<file path="config.mk">
export PLATFORM = sky130hd
export DESIGN_NAME = job_handshake
export DESIGN_NICKNAME = d
export VERILOG_FILES = /design/src/rtl/jh_pkg.sv /design/src/rtl/jh_master.sv /design/src/rtl/jh_slave.sv /design/src/rtl/job_handshake.sv
export SDC_FILE = /design/constraint.sdc
export NUM_CORES = 1
export LEC_CHECK = 0
export ABC_AREA = 1
export BUFFER_PORTS_ARGS = -buffer_cell sky130_fd_sc_hd__buf_2
export CELL_PAD_IN_SITES_DETAIL_PLACEMENT = 1
export CELL_PAD_IN_SITES_GLOBAL_PLACEMENT = 1
export CORE_UTILIZATION = 31
export DETAILED_ROUTE_END_ITERATION = 8
export PLACE_DENSITY_LB_ADDON = 0.08
export SYNTH_ARGS = -nofsm -noshare
export SYNTH_HDL_FRONTEND = slang
export SYNTH_SLANG_ARGS = --single-unit
</file>
<file path="constraint.sdc">
create_clock -name clk -period 1.4 [get_ports clk]
set_input_delay 0.07 -clock clk [delete_from_list [all_inputs] [get_ports clk]]
set_output_delay 0.07 -clock clk [all_outputs]
set_load 0.02 [all_outputs]
</file>
<file path="src/rtl/jh_pkg.sv">
package jh_pkg;
  typedef enum logic [2:0] {
    M_IDLE = 3'd0,
    M_REQ  = 3'd1,
    M_WAIT = 3'd2,
    M_HAVE = 3'd3,
    M_TOUT = 3'd4
  } mst_st_e;

  typedef enum logic [1:0] {
    S_IDLE = 2'd0,
    S_WORK = 2'd1,
    S_FIN  = 2'd2
  } slv_st_e;
endpackage

</file>
<file path="src/rtl/jh_master.sv">
module jh_master
  import jh_pkg::*;
#(
  parameter int TIMEOUT = 50
) (
  input  logic clk,
  input  logic rst_n,
  input  logic req_i,
  input  logic done_i,
  output logic start_o,
  output logic result_o,
  output logic timeout_o
);
  localparam int DLY_W = $clog2(2 * TIMEOUT + 1);
  localparam logic [DLY_W-1:0] DLY_LOAD = DLY_W'(TIMEOUT);

  mst_st_e          st_q;
  logic             start_q;
  logic [DLY_W-1:0] dly_q;

  always_ff @(posedge clk or negedge rst_n) begin
    if (!rst_n) begin
      st_q    <= M_IDLE;
      start_q <= 1'b0;
      dly_q   <= '0;
    end else begin
      start_q <= 1'b0;
      if (dly_q != '0) dly_q <= dly_q - 1'b1;
      case (st_q)
        M_IDLE: if (req_i) st_q <= M_REQ;
        M_REQ: begin
          start_q <= 1'b1;
          if (!done_i) begin
            dly_q <= DLY_LOAD;
            st_q  <= M_WAIT;
          end
        end
        M_WAIT: begin
          if (done_i)             st_q <= M_HAVE;
          else if (dly_q == '0)   st_q <= M_TOUT;
        end
        M_HAVE:  st_q <= M_IDLE;
        M_TOUT:  st_q <= M_IDLE;
        default: st_q <= M_IDLE;
      endcase
    end
  end

  assign start_o   = start_q;
  assign result_o  = (st_q == M_HAVE);
  assign timeout_o = (st_q == M_TOUT);


  result_after_done_chk: assert property (@(posedge clk) disable iff (!rst_n)
    result_o |-> $past(done_i));

  timeout_done_low_chk: assert property (@(posedge clk) disable iff (!rst_n)
    timeout_o |-> !$past(done_i));

  dly_range_chk: assert property (@(posedge clk) disable iff (!rst_n)
    dly_q <= DLY_LOAD);

  result_single_chk: assert property (@(posedge clk) disable iff (!rst_n)
    result_o |=> (!result_o && !timeout_o));

  timeout_single_chk: assert property (@(posedge clk) disable iff (!rst_n)
    timeout_o |=> (!timeout_o && !result_o));
endmodule

</file>
<file path="src/rtl/jh_slave.sv">
module jh_slave
  import jh_pkg::*;
#(
  parameter int WORK_CYCLES = 4
) (
  input  logic clk,
  input  logic rst_n,
  input  logic start_i,
  output logic done_o
);
  localparam int CNT_W = (WORK_CYCLES > 1) ? $clog2(WORK_CYCLES) : 1;
  localparam logic [CNT_W-1:0] LAST = CNT_W'(WORK_CYCLES - 1);

  slv_st_e          st_q;
  logic             done_q;
  logic [CNT_W-1:0] cnt_q;

  always_ff @(posedge clk or negedge rst_n) begin
    if (!rst_n) begin
      st_q   <= S_IDLE;
      done_q <= 1'b1;
      cnt_q  <= '0;
    end else begin
      case (st_q)
        S_IDLE: begin
          done_q <= 1'b1;
          if (start_i) begin
            done_q <= 1'b0;
            cnt_q  <= '0;
            st_q   <= S_WORK;
          end
        end
        S_WORK: begin
          if (cnt_q == LAST) st_q  <= S_FIN;
          else               cnt_q <= cnt_q + 1'b1;
        end
        S_FIN: begin
          done_q <= 1'b1;
          if (!start_i) st_q <= S_IDLE;
        end
        default: st_q <= S_IDLE;
      endcase
    end
  end

  assign done_o = done_q;


  done_fall_chk: assert property (@(posedge clk) disable iff (!rst_n)
    $fell(done_o) |-> $past(start_i));

  no_rearm_chk: assert property (@(posedge clk) disable iff (!rst_n)
    (st_q == S_FIN && start_i) |=> (st_q == S_FIN && done_o));
endmodule

</file>
<file path="src/rtl/job_handshake.sv">
module job_handshake #(
  parameter int TIMEOUT     = 50,
  parameter int WORK_CYCLES = 4
) (
  input  logic clk,
  input  logic rst_n,
  input  logic req_i,
  output logic hs_start_o,
  output logic hs_done_o,
  output logic result_o,
  output logic timeout_o
);
  logic start_w;
  logic done_w;

  jh_master #(.TIMEOUT(TIMEOUT)) u_master (
    .clk       (clk),
    .rst_n     (rst_n),
    .req_i     (req_i),
    .done_i    (done_w),
    .start_o   (start_w),
    .result_o  (result_o),
    .timeout_o (timeout_o)
  );

  jh_slave #(.WORK_CYCLES(WORK_CYCLES)) u_slave (
    .clk     (clk),
    .rst_n   (rst_n),
    .start_i (start_w),
    .done_o  (done_w)
  );

  assign hs_start_o = start_w;
  assign hs_done_o  = done_w;


  start_needs_done_chk: assert property (@(posedge clk) disable iff (!rst_n)
    $rose(hs_start_o) |-> $past(hs_done_o));
endmodule

</file>
# After elaboration in Yosys (flattened, before gate mapping)
# Cells that the tools add are included.
dict set report op_classes {
  shift 0
  eq_ne 14
  n_div 0
  mul 0
  mux 18
  n_bitwise 0
  n_reduce_logical 9
  add_sub_neg 2
  magnitude_cmp 0
}
# op n
set op_table {}
lappend op_table {{$mux W7} 3}
lappend op_table {{$mux W3} 4}
lappend op_table {{$mux W2} 5}
lappend op_table {{$ne A2 B2 Y1 const B} 5}
lappend op_table {{$pmux W3 S3} 1}
lappend op_table {{$reduce_and A3 Y1} 3}
lappend op_table {{$logic_not A7 Y1} 1}
lappend op_table {{$reduce_bool A7 Y1} 1}
lappend op_table {{$sub A7 B1 Y7 const B} 1}
lappend op_table {{$eq A3 B2 Y1 const B} 2}
lappend op_table {{$pmux W2 S3} 1}
lappend op_table {{$eq A2 B2 Y1 const B} 2}
lappend op_table {{$pmux W2 S2} 1}
lappend op_table {{$reduce_bool A2 Y1} 2}
lappend op_table {{$eq A3 B1 Y1 const B} 1}
lappend op_table {{$eq A3 B3 Y1 const B} 1}
lappend op_table {{$logic_not A3 Y1} 1}
lappend op_table {{$ne A3 B1 Y1 const B} 1}
lappend op_table {{$add A2 B1 Y2 const B} 1}
lappend op_table {{$eq A2 B1 Y1 const B} 1}
lappend op_table {{$logic_not A2 Y1} 1}
lappend op_table {{$mux W1} 2}
lappend op_table {{$ne A2 B1 Y1 const B} 1}
lappend op_table {{$pmux W1 S2} 1}
dict set report totals {
  input_bits 3
  wordCells 49
  rom_bits 0
  latchBits 0
  mem_count 0
  regBits 16
  ram_bits 0
  out_inout_bits 4
}

# Depth between registers and ports, before layout
dict set report logic_depth {
  ltp_word 4
  depth_mapped 8
  depth_no_buf 8
}

# Modules after synthesis
# From an unflattened synthesis, not the netlist that was laid out.
dict set report unflattened {
  cells_unflattened 108
  hier_area_um2 870.8
}
# module seq_area_each_um2 n_inst cells_per_inst area_each_um2
set modules_own_cells {}
lappend modules_own_cells {jh_master 275.3 1 85 646.9}
lappend modules_own_cells {jh_slave 126.4 1 23 224.0}

# Least setup slack after synthesis
# Ideal clock, no wire load.
dict set report synth_timing {
  kind {reg-to-reg}
  start {reg u_master.dly_q[0]}
  end {reg u_master.dly_q[1]}
  path_buffers 0
  period_less_slack_ns 1.185
  arrival_time_ns 1.062
  slack_ns 0.215
  stages_incl_launch_ff 8
  required_time_ns 1.276
  setup_ns 0.124
  path_cell_list {dfrtp_1 inv_1 ha_1 inv_1 nor2_4 nand3_4 a21oi_1 o21ai_1}
}
dict set report synth_via {
  elab_chain_len 4
  elab_cells_between_ends 5
  classes_between {add/sub (1); mux (3); reduce/logical (1)}
}
# item line
set synth_lines {}
lappend synth_lines {{start: declaration} jh_master.sv:19} ;# logic [DLY_W-1:0] dly_q;
lappend synth_lines {{start signal: assignment} jh_master.sv:28} ;# if (dly_q != '0) dly_q <= dly_q - 1'b1;
lappend synth_lines {{$sub A7 B1 Y7 or $reduce_bool A7 Y1 (tied branches)} jh_master.sv:28}
lappend synth_lines {{$mux W7 (*)} jh_master.sv:28}
lappend synth_lines {{$mux W7} jh_master.sv:33} ;# if (!done_i) begin
lappend synth_lines {{$mux W7 (*)} jh_master.sv:29} ;# case (st_q)
# Every way passes the cells marked *; elsewhere a longest branch is shown, timed or not.
# A chain may end at the register's enable or synchronous reset.

# Worst setup path after layout
dict set report layout_timing {
  start {reg u_master.dly_q[1]}
  end {reg u_master.dly_q[1]}
}
# The elaborated chain is that of the path after synthesis.

==> impl_metrics.ini <==
[critical_path]
cp-end-kind = register
crit_top_cell = inv_1
worst_path_max_delay_cell = dfrtp_1
cpPeakStageDelay_ps = 370
cp_num_cells = 7
path_class = reg -> reg
crit_fanout = 8
path_cells = inv_1 > ha_1 > inv_1 > nor2_4 > nand3_4 > a21oi_1 > o21ai_1
rr_worst_depth = 7
worst_setup_path_start_kind = register
critPathTopFamily = flip-flops
arrival_ps = 1470
worstPathRequired_ps = 1570
crit_buf_inv = 2

[placed_design]
dp.cells = 141
io_buffer_count = 6
hpwl_um = 1415
gp_congestion = 0.7271

[cells_and_area]
n_fill_cell = 345
diodes = 0
final_util = 0.3661
area_delta_synth_final_pct = 12.99
stdcell_count = 146
drive_above_1_share = 0.2783
layout.nets = 122
multi_input_area_um2 = 397.9
seq_area_um2 = 401.6

[timing]
slew_viol_final = 0
fin_crit_sh = 0.9275
max-slew-margin-rel = 0.7579
skew_ps = 3.896
final_hold_viol_count = 0
finalCriticalPeriod_ps = 1298
setup_viol = 0
rsz0062_at_grt = false
worst_slew_pin_slew_ps = 363.1
finalSetupTns_ps = 0
timing.fmax_ghz = 0.7701

[synth]
async_flop_share = 1.000
ys.flop_type = dfrtp_1
synth_largest_area_cell = dfrtp_1
postSynthAreaPerCell_um2 = 8.518
synth_nets = 110
synth_top_cell_area_share = 0.4237
netlist_instances = 104
synth_most_common_cell = inv_1
yosysSeqAreaShare = 0.4534
synth-seq-cells = 16
synth_edf_count = 0
yosysUniqueCellTypes = 23
synthTopCellsByArea = dfrtp_1 42%, inv_1 8.1%, nand2_1 7.2%
yosysWarnings = 0
synthTopCellsByCount = 19 x inv_1, 17 x nand2_1, 15 x dfrtp_1
netlist_area_um2 = 885.9

[clock_tree]
cts_tree = built
clock_path_buffers = 2
cts_sinks = 16
clk_latency_ps = 280
cts_max_level = 1
clockRootBuffer = clkbuf_4
clk_pin_slew_ps = 100
cts_made_buffers = 3

[floorplan]
die_h_um = 55.46
rows = 19
core_um2 = 2734
die-area_um2 = 3075
ios = 7
start_util = 0.3240
die_x_um = 55.46

[drt]
drc = 0
vias = 683
vias_per_cell = 4.678
dr.pass1.iters = 4
wl_per_cell_um = 12.17
ant_nets = 0
first_iter_violations = 9
wl_um = 1777

[global_routing]
grt_pass1_wl_um = 3201
grt_usage = 0.1326
grt_start_max_net_pins = 17
grt_pass1_vias = 716
grt.overflow.total = 0
antenna_found_initial = 0

[pwr]
leakage_nw = 0.5109
p_per_area_nw_per_um2 = 2268
vdd_drop_max_mv = 0.8588

[run_status]
status = finished, final reports clean

[min_path]
min_delay_path_depth = 5
hold_path_class = in -> reg

[run]
maxCapViolCount = 0
==> cell type report <==
cell class / count / area share
Clock buffer: 4 / 0.03625
Multi-Input combinational cell: 65 / 0.3975
Sequential cell: 16 / 0.4012
Tap cell: 31 / 0.03875
Inverter: 23 / 0.08625
Timing Repair Buffer: 7 / 0.04000
==> flip-flops by register name, summed over array words and instances (netlist names) <==
name              count
u_slave.cnt_q         2
u_slave.done_o        1
u_master.start_o      1
u_master.dly_q        7
u_slave.st_q          2
u_master.st_q         3
==> repair_timing <==
action                                  4_1_cts  5_1_grt
buffers inserted                              0        0
gates resized for setup                       0        1
endpoints found under the hold margin        16        0
endpoints found under the setup margin        0        1
hold buffers                                  1        0
==> report_power, final <==
group          switching, mW  internal, mW  total [mW]
Combinational          0.662         0.395        1.06
Clock                  0.149         0.158       0.308
Sequential             0.223         0.682       0.905
==> metrics by stage <==
| step | power [mW] | cell area [µm²] | hold slack [ps] | setup slack, ps |
|---|---|---|---|---|
| final | 2.270 | 1001 | 193.9 | 101.5 |
| after global routing | 2.522 | 1001 | 239.2 | 4.039 |
| after CTS | 2.317 | 1001 | 188.5 | 89.11 |
| after detailed placement | 1.994 | 954.7 | 12.20 | 102.4 |
| after global placement | 1.962 | 954.7 | 10.05 | 159.2 |
| after floorplan | 1.724 | 885.9 | -225.6 | 214.7 |
==> final timing paths <==
check                                       startpoint                      endpoint  slack (ps)
min in group asynchronous                        rst_n   u_master.dly_q[3]$_DFF_PN0_         210
min                                              req_i  u_master.st_q[2]$_DFFE_PN0P_         190
max in group asynchronous                        rst_n    u_slave.done_o$_DFFE_PN1P_         870
min reg2reg                u_slave.st_q[0]$_DFFE_PN0P_    u_slave.done_o$_DFFE_PN1P_         470
max reg2reg                u_master.dly_q[1]$_DFF_PN0_   u_master.dly_q[1]$_DFF_PN0_         100
max                        u_master.dly_q[1]$_DFF_PN0_   u_master.dly_q[1]$_DFF_PN0_         100
==> cells in the final DEF (no fill, tap or decap), drive strengths merged <==
cell type / n
nor2: 10
nand2: 19
clkbuf: 4
a21oi: 8
ha: 3
buf: 6
nor3b: 1
inv: 23
a22oi: 1
o21ai: 4
dfrtp: 15
nor3: 2
nand3: 14
or2: 1
o21bai: 1
dlygate4sd3: 1
nand4: 1
dfstp: 1
==> tightest hold or removal path, stage by stage <==
cell and delay [ps]:
buf_2 90, inv_1 40, nand3_1 70, nand2_1 120
nor3b_2 60
==> logic make-up after synthesis <==
logic type / count (synthesis) / synth area share
AO/OA/AOI/OAI: 14 / 0.09747
AND/OR/NAND/NOR: 48 / 0.3093
buffers and inverters: 23 / 0.09745
flip-flops: 16 / 0.4534
adder cells (fa/ha/maj): 3 / 0.04238
==> per-layer routing <==
metal | GRT usage | wire length [µm] | vias up
met2 | 0.2186 | 834 | 8
met1 | 0.1734 | 879 | 323
li1 | - | - | 348
met3 | 0.03513 | 44 | 4
met4 | 0.03214 | 19 | 0
met5 | 0 | 0 | -
Note: power is estimated with default switching activity, not from simulation.
